## src/rtl/f2i_pkg.sv

```systemverilog
package f2i_pkg;
  typedef enum logic [2:0] {
    CL_ZERO = 3'd0,
    CL_NORM = 3'd1,
    CL_OVER = 3'd2,
    CL_MINX = 3'd3,
    CL_INF  = 3'd4,
    CL_NAN  = 3'd5
  } f2i_class_e;
endpackage

```

## src/rtl/f2i_classify.sv

```systemverilog
module f2i_classify
  import f2i_pkg::*;
#(
  parameter int EXP_W  = 8,
  parameter int FRAC_W = 23,
  parameter int INT_W  = 32
) (
  input  logic              sgn,
  input  logic [EXP_W-1:0]  exp_f,
  input  logic [FRAC_W-1:0] frac_f,
  output f2i_class_e        cls
);
  localparam int BIAS = (1 << (EXP_W - 1)) - 1;
  localparam logic [EXP_W-1:0] EXP_ONE = EXP_W'(BIAS);
  localparam logic [EXP_W-1:0] EXP_LIM = EXP_W'(BIAS + INT_W - 1);
  localparam logic [EXP_W-1:0] EXP_MAX = {EXP_W{1'b1}};

  logic frac_zero;
  assign frac_zero = (frac_f == '0);

  always_comb begin
    if (exp_f == EXP_MAX)
      cls = frac_zero ? CL_INF : CL_NAN;
    else if (exp_f < EXP_ONE)
      cls = CL_ZERO;
    else if (exp_f == EXP_LIM && sgn && frac_zero)
      cls = CL_MINX;
    else if (exp_f >= EXP_LIM)
      cls = CL_OVER;
    else
      cls = CL_NORM;
  end
endmodule

```

## src/rtl/f2i_shift.sv

```systemverilog
module f2i_shift #(
  parameter int EXP_W  = 8,
  parameter int FRAC_W = 23,
  parameter int INT_W  = 32
) (
  input  logic [EXP_W-1:0]  exp_f,
  input  logic [FRAC_W-1:0] frac_f,
  output logic [INT_W-1:0]  mag
);
  localparam int BIAS = (1 << (EXP_W - 1)) - 1;
  localparam int SIG_W = FRAC_W + 1;
  localparam logic [EXP_W-1:0] BIAS_E = EXP_W'(BIAS);
  localparam logic [EXP_W-1:0] FRAC_E = EXP_W'(FRAC_W);

  logic [SIG_W-1:0] sig;
  logic [INT_W-1:0] wide;
  logic [EXP_W-1:0] e_unb;

  assign sig   = {1'b1, frac_f};
  assign e_unb = exp_f - BIAS_E;

  generate
    if (INT_W >= SIG_W) begin : g_ext
      assign wide = INT_W'(sig);
    end else begin : g_cut
      assign wide = sig[SIG_W-1 -: INT_W];
    end
  endgenerate

  always_comb begin
    if (e_unb >= FRAC_E)
      mag = wide << (e_unb - FRAC_E);
    else
      mag = wide >> (FRAC_E - e_unb);
  end
endmodule

```

## src/rtl/f2i_apply.sv

```systemverilog
module f2i_apply
  import f2i_pkg::*;
#(
  parameter int INT_W = 32
) (
  input  f2i_class_e       cls,
  input  logic             sgn,
  input  logic [INT_W-1:0] mag,
  output logic [INT_W-1:0] res,
  output logic             bad
);
  localparam logic [INT_W-1:0] INT_MIN = {1'b1, {(INT_W-1){1'b0}}};
  localparam logic [INT_W-1:0] INT_MAX = {1'b0, {(INT_W-1){1'b1}}};

  logic [INT_W-1:0] neg_mag;
  assign neg_mag = ~mag + INT_W'(1);

  always_comb begin
    res = '0;
    bad = 1'b0;
    unique case (cls)
      CL_ZERO: res = '0;
      CL_NORM: res = sgn ? neg_mag : mag;
      CL_MINX: res = INT_MIN;
      CL_OVER, CL_INF: begin
        res = sgn ? INT_MIN : INT_MAX;
        bad = 1'b1;
      end
      CL_NAN: begin
        res = INT_MIN;
        bad = 1'b1;
      end
      default: res = '0;
    endcase
  end
endmodule

```

## src/rtl/f2i_trunc.sv

```systemverilog
module f2i_trunc
  import f2i_pkg::*;
#(
  parameter int EXP_W  = 8,
  parameter int FRAC_W = 23,
  parameter int INT_W  = 32
) (
  input  logic                      clk,
  input  logic                      rst,
  input  logic                      in_vld,
  input  logic [EXP_W+FRAC_W:0]     in_word,
  output logic                      out_vld,
  output logic [INT_W-1:0]          res_int,
  output logic                      bad_op
);
  localparam int WORD_W = EXP_W + FRAC_W + 1;

  logic              sgn;
  logic [EXP_W-1:0]  exp_f;
  logic [FRAC_W-1:0] frac_f;
  f2i_class_e        cls;
  logic [INT_W-1:0]  mag;
  logic [INT_W-1:0]  res_d;
  logic              bad_d;

  assign sgn    = in_word[WORD_W-1];
  assign exp_f  = in_word[WORD_W-2 -: EXP_W];
  assign frac_f = in_word[FRAC_W-1:0];

  f2i_classify #(.EXP_W(EXP_W), .FRAC_W(FRAC_W), .INT_W(INT_W)) u_cls (
    .sgn(sgn), .exp_f(exp_f), .frac_f(frac_f), .cls(cls)
  );

  f2i_shift #(.EXP_W(EXP_W), .FRAC_W(FRAC_W), .INT_W(INT_W)) u_shf (
    .exp_f(exp_f), .frac_f(frac_f), .mag(mag)
  );

  f2i_apply #(.INT_W(INT_W)) u_app (
    .cls(cls), .sgn(sgn), .mag(mag), .res(res_d), .bad(bad_d)
  );

  always_ff @(posedge clk) begin
    if (rst) begin
      out_vld <= 1'b0;
      bad_op  <= 1'b0;
      res_int <= '0;
    end else begin
      out_vld <= in_vld;
      bad_op  <= in_vld & bad_d;
      if (in_vld) res_int <= res_d;
    end
  end
endmodule

```

## config.mk

```make
export PLATFORM = sky130hd
export DESIGN_NAME = f2i_trunc
export DESIGN_NICKNAME = d
export VERILOG_FILES = /design/src/rtl/f2i_pkg.sv /design/src/rtl/f2i_classify.sv /design/src/rtl/f2i_shift.sv /design/src/rtl/f2i_apply.sv /design/src/rtl/f2i_trunc.sv
export SDC_FILE = /design/constraint.sdc
export NUM_CORES = 1
export LEC_CHECK = 0
export BUFFER_PORTS_ARGS = -buffer_cell sky130_fd_sc_hd__buf_2
export CORE_MARGIN = 5
export CORE_UTILIZATION = 30
export CTS_CLUSTER_DIAMETER = 30
export DETAILED_ROUTE_END_ITERATION = 7
export PLACE_DENSITY_LB_ADDON = 0.25
export SLEW_MARGIN = 20
export SYNTH_ARGS = -nofsm -noshare
export SYNTH_HDL_FRONTEND = slang
export SYNTH_HIERARCHICAL = 1
export SYNTH_SLANG_ARGS = --single-unit
```

## constraint.sdc

```tcl
create_clock -name clk -period 11.3 [get_ports clk]
set_input_delay 1.695 -clock clk [delete_from_list [all_inputs] [get_ports clk]]
set_output_delay 1.695 -clock clk [all_outputs]
set_load 0.01 [all_outputs]
```

==> results.cfg <==
[synth]
synth_cell_types = 74
synth-seq-area-share_pct = 12.9
syn-num-nets = 720
synth-seq-cells = 34
synthTopCellsByCount = nor2_1 (86), o21ai_0 (70), mux2i_1 (61), nand2_1 (57), xor2_1 (35)
syn_area_sq_um = 5270
yosys.cell_count.top_type = nor2_1
ys_top_cells_by_area = dfxtp_1 (13%), mux4_2 (12%), mux2i_1 (12%)
yosys_warnings = 6
synth_cells = 679
ys.flop_type = dfxtp_1
yosys.area.top_type = dfxtp_1
synth_edf_count = 0
synthDominantCellAreaShare_pct = 12.9
avgSynthCellArea_sq_um = 7.76
synthArstFlopShare_pct = 0

[sta]
worst_pin_slew_ps = 948
clock.fmax_ghz = 0.137
fin_setup_tns_ps = 0
rsz0062_at_grt = no
slew_violations = 0
finalSetupViolations = 0
hold_viol_final = 0
layout_min_cycle_time_ps = 7320
skew_ps = 0
period_share_pct = 64.8
max_slew_margin_pct = 36.8

[grt]
grt_usage_pct = 16.6
gr-total-overflow = 0
grt_pass1_vias = 4944
grt_max_degree = 58
antenna_found_initial = 0
grt_pass1_wl_um = 27500

[detailed_routing]
drc_errors = 0
drt_iter0_markers = 530
drtPass1Iterations = 5
wl_per_cell_um = 18.6
vias = 5323
routed_via_density = 5.69
drtAntennaViolNets = 0
drt_wl_total_um = 17400

[power]
ir_drop_v = 0.0000935
power_density_nw_per_um2 = 109
p_leak_nw = 2.53
p_total_mw = 0.638

[clock_tree]
cts_buffer_depth = 2
htree_levels = 2
cts.repair.resized = 0
cts_tree = yes
cts_buffers = 5
cts.sink_count = 34
postCtsSetupBuffers = 0
clkTransAtPathRegs_ps = 60
root_buffer = clkbuf_16
clk_latency_ps = 270
holdBufCountCts = 0

[cells_and_area]
layout.nets = 750
num_antenna_cells = 0
drive_gt1_share_pct = 20.3
regArea_sq_um = 681
areaGrowthSynthToFinish_pct = 11.5
multi_input_area_sq_um = 4260
nFillCells = 1898

[setup_path]
crit_buf_inv = 4
critPathCaptureType = flop
crit_fanout = 57
crit_type = in -> reg
reg2reg_from = res_int[24]$_SDFFE_PP0P_
cp_data_required_time_ps = 11440
cp_slowest_cell = a22oi_2
max_stage_delay_ps = 550
crit_family = simple AND/OR/NAND/NOR gates
worstRegToRegCells = 2
r2r_end = res_int[24]$_SDFFE_PP0P_
path_cells = buf_2 > buf_4 > ha_1 > nand3_1 > xor2_1 > inv_1 > ha_1 > and3_1 > or3_1 > o211a_1 > a22oi_2 > nor4_2 > a31o_2 > inv_1 > ha_1 > or4b_1 > or3_1 > o41ai_1 > xor2_1 > o21ai_0 > mux2i_1 > nor2_1
r2r_slack_ps = 10650
startpoint_type = input port
crit_top_cell = ha_1
critPathArrivalTime_ps = 7460
crit_cells = 22

[min_path]
hold_start = res_int[16]$_SDFFE_PP0P_
hold_path_class = reg -> reg
whs_path_depth = 2
hold_path_end = res_int[16]$_SDFFE_PP0P_

[floorplanning]
die_area_sq_um = 20300
rows = 48
die_w_um = 143
start_util_pct = 30.5
die_h_um = 143
core_sq_um = 17300
io_pins = 69

[place]
gp_congestion = 0.955
port-buffer-count = 68
hpwl_um = 13400

[job]
drv_cap = 0

[run_status]
outcome = finished clean
==> per-stage QoR <==
stage	cell area (sq um)	cells	utilization [%]	hold WS (ps)	setup slack, ps
4_1_cts	5880	935	34.0	492	3960
6_report	5880	935	34.0	485	3980
3_5_place_dp	5680	927	32.9	478	3680
2_1_floorplan	5270	679	-	531	5020
3_3_place_gp	5680	927	32.9	468	3790
5_1_grt	5880	935	34.0	514	3420
==> cell usage in the layout, fill, tap and decap left out, drive strengths merged, types with 14 or more instances in the layout <==
master  count
xor2       36
nand2      57
dfxtp      34
mux2i      61
a21oi      27
nor2       87
o21ai      75
buf        77
mux4       28
inv        14
==> per-layer routing <==
metal,global-route usage [%],share of wire [%],routed length [um]
met5,0,0,0
met4,4.55,2.5,430
met3,1.61,4.7,814
met2,26.2,45,7930
met1,24.2,47,8250
==> power by group <==
group | switching [mW] | internal (mW) | leakage (nW) | total [mW]
clock | 0.0524 | 0.127 | 0.0940 | 0.179
sequential | 0.00252 | 0.125 | 0.277 | 0.128
combinational | 0.205 | 0.127 | 2.16 | 0.331
total | 0.260 | 0.379 | 2.53 | 0.638
==> worst min-delay path, cell delays in order (launching register included) <==
cell     delay [ps]
dfxtp_1         320
mux2i_1          60
nor2_1           70
==> flip-flops by register name (all words and copies together), names as in the netlist <==
| register | count |
|---|---|
| bad_op | 1 |
| out_vld | 1 |
| res_int | 32 |
==> kinds of logic after synthesis <==
logic type / synth area share [%]
xor+xnor: 7.76
simple gates: 22.1
fa+ha+maj: 1.42
buf+inv: 6.69
flops: 12.9
mux: 25.0
compound gates: 24.1
==> worst max-delay path by stage <==
stage / slack (ps) / end / from
2_1_floorplan: 5020 / res_int[26]$_SDFFE_PP0P_ / in_word[23]
3_3_place_gp: 3790 / res_int[28]$_SDFFE_PP0P_ / in_word[23]
3_5_place_dp: 3680 / res_int[28]$_SDFFE_PP0P_ / in_word[23]
4_1_cts: 3960 / res_int[28]$_SDFFE_PP0P_ / in_word[23]
5_1_grt: 3420 / res_int[28]$_SDFFE_PP0P_ / in_word[23]
6_report: 3980 / res_int[28]$_SDFFE_PP0P_ / in_word[23]
==> layout make-up <==
| cell class | count | share of cell area (%) |
|---|---|---|
| Tap cell | 225 | 4.79 |
| Clock inverter | 3 | 1.17 |
| Inverter | 15 | 0.979 |
| Timing Repair Buffer | 77 | 6.94 |
| Sequential cell | 34 | 11.6 |
| Clock buffer | 5 | 2.13 |
| Multi-Input combinational cell | 576 | 72.4 |
Note: power is estimated with default switching activity, not from simulation.
